--- config.mk ---
export PLATFORM = sky130hd
export DESIGN_NAME = fp_exc_recorder
export DESIGN_NICKNAME = d
export VERILOG_FILES = /design/src/rtl/fp_exc_pkg.sv /design/src/rtl/fp_exc_trap_sel.sv /design/src/rtl/fp_exc_field_merge.sv /design/src/rtl/fp_exc_recorder.sv
export SDC_FILE = /design/constraint.sdc
export NUM_CORES = 1
export LEC_CHECK = 0
export BUFFER_PORTS_ARGS = -buffer_cell sky130_fd_sc_hd__buf_2
export CORE_UTILIZATION = 38
export DETAILED_ROUTE_END_ITERATION = 12
export PLACE_DENSITY = 0.72
export SETUP_SLACK_MARGIN = 0.15
export SYNTH_ARGS = -nofsm -noshare
export SYNTH_HDL_FRONTEND = slang
export SYNTH_SLANG_ARGS = --single-unit
--- constraint.sdc ---
create_clock -name clk -period 0.91 [get_ports clk]
set_input_delay 0.091 -clock clk [delete_from_list [all_inputs] [get_ports clk]]
set_output_delay 0.091 -clock clk [all_outputs]
set_load 0.01 [all_outputs]
--- src/rtl/fp_exc_pkg.sv ---
package fp_exc_pkg;
    localparam int unsigned EXC_N = 5;
    typedef logic [EXC_N-1:0] exc_vec_t;
    localparam logic [2:0] CAUSE_IEEE = 3'b001;
endpackage

--- src/rtl/fp_exc_trap_sel.sv ---
module fp_exc_trap_sel #(
    parameter int unsigned N = 5
) (
    input  logic [N-1:0] raised,
    input  logic [N-1:0] enabled,
    output logic         take_trap,
    output logic [N-1:0] pick
);
    logic [N-1:0] hit;

    always_comb begin
        hit       = raised & enabled;
        take_trap = |hit;
        pick      = '0;
        // higher index wins: later iterations overwrite earlier ones
        for (int i = 0; i < N; i++) begin
            if (hit[i]) begin
                pick    = '0;
                pick[i] = 1'b1;
            end
        end
    end
endmodule

--- src/rtl/fp_exc_field_merge.sv ---
module fp_exc_field_merge
    import fp_exc_pkg::*;
#(
    parameter int unsigned STATUS_W  = 64,
    parameter int unsigned CUR_LSB   = 0,
    parameter int unsigned ACC_LSB   = 5,
    parameter int unsigned CAUSE_LSB = 14
) (
    input  logic [STATUS_W-1:0] status_in,
    input  logic                take_trap,
    input  exc_vec_t            raised,
    input  exc_vec_t            pick,
    output logic [STATUS_W-1:0] status_new
);
    localparam int unsigned CUR_MSB   = CUR_LSB + EXC_N - 1;
    localparam int unsigned ACC_MSB   = ACC_LSB + EXC_N - 1;
    localparam int unsigned CAUSE_MSB = CAUSE_LSB + 2;

    exc_vec_t cur_val;

    always_comb begin
        cur_val    = take_trap ? pick : raised;
        status_new = status_in;
        status_new[CUR_MSB:CUR_LSB] = cur_val;
        if (take_trap) begin
            status_new[CAUSE_MSB:CAUSE_LSB] = CAUSE_IEEE;
        end else begin
            status_new[ACC_MSB:ACC_LSB] = status_in[ACC_MSB:ACC_LSB] | cur_val;
        end
    end
endmodule

--- src/rtl/fp_exc_recorder.sv ---
module fp_exc_recorder
    import fp_exc_pkg::*;
#(
    parameter int unsigned STATUS_W  = 64,
    parameter int unsigned CUR_LSB   = 0,
    parameter int unsigned ACC_LSB   = 5,
    parameter int unsigned CAUSE_LSB = 14,
    parameter int unsigned EN_LSB    = 23
) (
    input  logic                clk,
    input  logic                rst_n,
    input  logic                op_valid,
    input  logic [4:0]          exc_flags,
    input  logic [STATUS_W-1:0] status_in,
    output logic [STATUS_W-1:0] status_out,
    output logic                trap_req,
    output logic                pc_adv
);
    localparam int unsigned EN_MSB = EN_LSB + EXC_N - 1;

    typedef struct packed {
        logic [STATUS_W-1:0] status;
        logic                trap;
        logic                adv;
    } rec_state_t;

    rec_state_t state_d, state_q;
    logic       take_trap;
    exc_vec_t   pick;
    logic [STATUS_W-1:0] status_new;

    fp_exc_trap_sel #(.N(EXC_N)) u_sel (
        .raised    (exc_flags),
        .enabled   (status_in[EN_MSB:EN_LSB]),
        .take_trap (take_trap),
        .pick      (pick)
    );

    fp_exc_field_merge #(
        .STATUS_W  (STATUS_W),
        .CUR_LSB   (CUR_LSB),
        .ACC_LSB   (ACC_LSB),
        .CAUSE_LSB (CAUSE_LSB)
    ) u_merge (
        .status_in  (status_in),
        .take_trap  (take_trap),
        .raised     (exc_flags),
        .pick       (pick),
        .status_new (status_new)
    );

    always_comb begin
        state_d       = state_q;
        state_d.trap  = 1'b0;
        state_d.adv   = 1'b0;
        if (op_valid) begin
            state_d.status = status_new;
            state_d.trap   = take_trap;
            state_d.adv    = !take_trap;
        end
    end

    always_ff @(posedge clk) begin
        if (!rst_n) begin
            state_q <= '0;
        end else begin
            state_q <= state_d;
        end
    end

    assign status_out = state_q.status;
    assign trap_req   = state_q.trap;
    assign pc_adv     = state_q.adv;
endmodule

==> results.json <==
{
  "synthXorXnorAreaFrac": 0,
  "clock-root-buffer": "clkbuf_8",
  "p_comb_frac": 0.192,
  "final_cell_mix": "buf_6, dfxtp_2, buf_2, nor2b_1, mux2i_1",
  "r2r-end": "status_out[1]$_SDFFE_PN0P_",
  "fin_ws_ps": -71.4,
  "synthSimpleGateAreaFrac": 0.171,
  "regArea_um2": 1400,
  "fin_util": 0.665,
  "grt_pass1_vias": 2254,
  "seq_power_share": 0.489,
  "fin_skew_ps": 0,
  "cts_hold_buf": 0,
  "r2r_slack_ps": -70,
  "stdcell_count": 476,
  "synth_mux_area_frac": 0.199,
  "drive_above_1_share": 0.624,
  "die_y_um": 84.1,
  "yosysTopAreaCell": "dfxtp_1",
  "crit_end": "status_out[1]$_SDFFE_PN0P_",
  "cts_tree": "yes",
  "ys_seq_area_frac": 0.516,
  "ys_seq_elements": 66,
  "dr.pass1.iters": 8,
  "clk_path_buf_depth": 2,
  "start_kind": "flip-flop",
  "dpl.cell_count": 453,
  "wl_per_cell_um": 14.4,
  "hold_path_class": "in -> reg",
  "clock_sinks": 66,
  "synth_top_family_by_area": "multiplexers",
  "p_switching_mw": 1.67,
  "drt_iter0_drc": 69,
  "synth_compound_area_frac": 0.0757,
  "nets": 466,
  "grt_start_max_net_pins": 25,
  "die_w_um": 84.1,
  "synthesis.nets": 310,
  "wirelength_mm": 6.86,
  "portBuffers": 132,
  "end_kind": "flip-flop",
  "ios": 138,
  "grt.total_usage": 0.191,
  "critical_path.reg2reg.startpoint": "status_out[1]$_SDFFE_PN0P_",
  "nFillCells": 508,
  "htreeDepth": 3,
  "fin_crit_ps": 981,
  "p_sw_frac": 0.253,
  "n_antenna_cell": 0,
  "violations": "DRC, setup timing",
  "gp_congestion": 0.759,
  "synthCells": 238,
  "setup_viol": 3,
  "cap_violations": 0,
  "grt_pass1_wl_mm": 10.5,
  "final_common_cell": "buf_6",
  "cpPeakStageDelay_ps": 330,
  "p_leak_nw": 2.01,
  "synthToLayoutAreaGrowth_pct": 66.6,
  "irDropWorstVdd_v": 0.00114,
  "drv_slew": 0,
  "p_clk_frac": 0.318,
  "postSynthAreaPerCell_um2": 10.8,
  "crit_type": "reg -> reg",
  "worstPathRequired_ps": 1130,
  "outcome": "finished, violations left",
  "timing.slew.headroom": 0.791,
  "fp.coreArea_um2": 6420,
  "clkTransAtPathRegs_ps": 70,
  "worst_slew_pin_slew_ps": 312,
  "max_freq_mhz": 1020,
  "power_density_nw_per_um2": 1540,
  "rsz0062_at_grt": "true",
  "finalSetupTns_ps": -140,
  "via_count": 2279,
  "hold_violations": 0,
  "num_rows": 29,
  "synthAdderAreaFrac": 0,
  "detail-route-antenna-nets": 0,
  "antenna_found_initial": 0,
  "synth_top_area_frac": 0.516,
  "drc_errors": 16,
  "synth.area.top_cells": "dfxtp_1, mux2i_1, nor2b_1",
  "yosys.cell_types.count": 28,
  "pre_cts_ws_ps": -261,
  "yosys_warnings": 0,
  "p_int_mw": 4.91,
  "crit_fanout": 2,
  "cp_cell_sequence": "nor2b_1 > a41o_1 > a32o_1",
  "cts_buffers": 9,
  "fin_crit_sh": 1.08,
  "overflow": 0,
  "total_power_mw": 6.58,
  "arrival_ps": 1200,
  "die_area_um2": 7070,
  "viasPerCell": 4.79,
  "hpwlAfterDp_mm": 4.48,
  "start_util": 0.399,
  "rr_worst_depth": 3,
  "crit_start": "status_out[1]$_SDFFE_PN0P_",
  "crit_slowest_cell": "dfxtp_2",
  "clk_latency_ps": 330,
  "multiInputGateArea_um2": 1190,
  "netlist_area_um2": 2560
}
## synth_stat cells
library cell  count
a31o_1            1
a41oi_1           4
nand3_1           4
nor2_1            2
nand4_1           3
nand3b_1          3
mux2i_1          51
a31oi_1           3
a211o_1           1
clkbuf_1          9
nand2b_1          1
and3_4            1
buf_2             5
buf_4             3
a22oi_1           1
o21ai_0           7
o211ai_1          1
a41o_1            1
inv_1             4
a21boi_0          1
a21oi_1           4
dfxtp_1          66
o21ai_1           1
and2_1            1
nor2b_1          53
a222oi_1          1
a32o_1            2
nand2_1           4
## metrics by stage
stage / hold slack, ps / area, um2
2_1_floorplan: 225 / 2590
3_3_place_gp: 341 / 3460
3_5_place_dp: 354 / 3460
4_1_cts: 1.13 / 4150
5_1_grt: 2.37 / 4270
6_report: 14.3 / 4270
## logic make-up after synthesis
logic type / count (synthesis)
compound gates: 28
buf+inv: 21
flops: 66
mux: 51
simple gates: 72
## state kept, by name, indices dropped and copies added (netlist names)
name and count:
pc_adv 1, status_out 64, trap_req 1
## power by group through the flow
stage          sequential [mW]  clock, mW  combinational, mW
6_report                  3.22       2.09               1.26
5_1_grt                   3.24       2.30               1.36
4_1_cts                   3.21       2.16               1.18
3_5_place_dp              3.20          0              0.979
3_3_place_gp              3.20          0              0.965
2_1_floorplan             3.29          0              0.427
## layer usage
layer | share of wire | routed length [um] | vias up | GRT usage
li1 | - | - | 1134 | -
met4 | 0.021 | 142 | 0 | 0.0846
met5 | 0 | 0 | - | 0
met3 | 0.070 | 480 | 11 | 0.0663
met1 | 0.40 | 2770 | 1051 | 0.222
met2 | 0.51 | 3470 | 83 | 0.317
## layout make-up
| cell class | count | area share |
|---|---|---|
| multi-input cells | 151 | 0.279 |
| well taps | 77 | 0.0226 |
| clock buffers | 13 | 0.0349 |
| repair buffers | 162 | 0.328 |
| flip-flops and latches | 66 | 0.329 |
| inverters | 4 | 0.00352 |
| clock inverters | 3 | 0.00352 |
## critical path, delay by kind of cell, from the launching register on
family	cells	cell delay [ps]
AND/OR/NAND/NOR	1	130
AO/OA/AOI/OAI	2	410
flip-flops	1	330
## what timing repair did
action,CTS,global route
cloned,0,1
endpoints found under the setup margin,73,81
pin swaps,2,12
setup buffers,1,5
resized for setup,134,16
## worst min path at each step
stage / start / cells after the start / slack, ps / to
floorplan: exc_flags[4] / 1 / 230 / status_out[4]$_SDFFE_PN0P_
global placement: status_in[9] / 3 / 340 / status_out[9]$_SDFFE_PN0P_
detailed placement: status_in[8] / 3 / 350 / status_out[8]$_SDFFE_PN0P_
CTS: status_in[34] / 3 / 1 / status_out[34]$_SDFFE_PN0P_
global route: status_in[33] / 3 / 2 / status_out[33]$_SDFFE_PN0P_
finish: status_in[7] / 3 / 10 / status_out[7]$_SDFFE_PN0P_
Note: power is estimated with default switching activity, not from simulation.
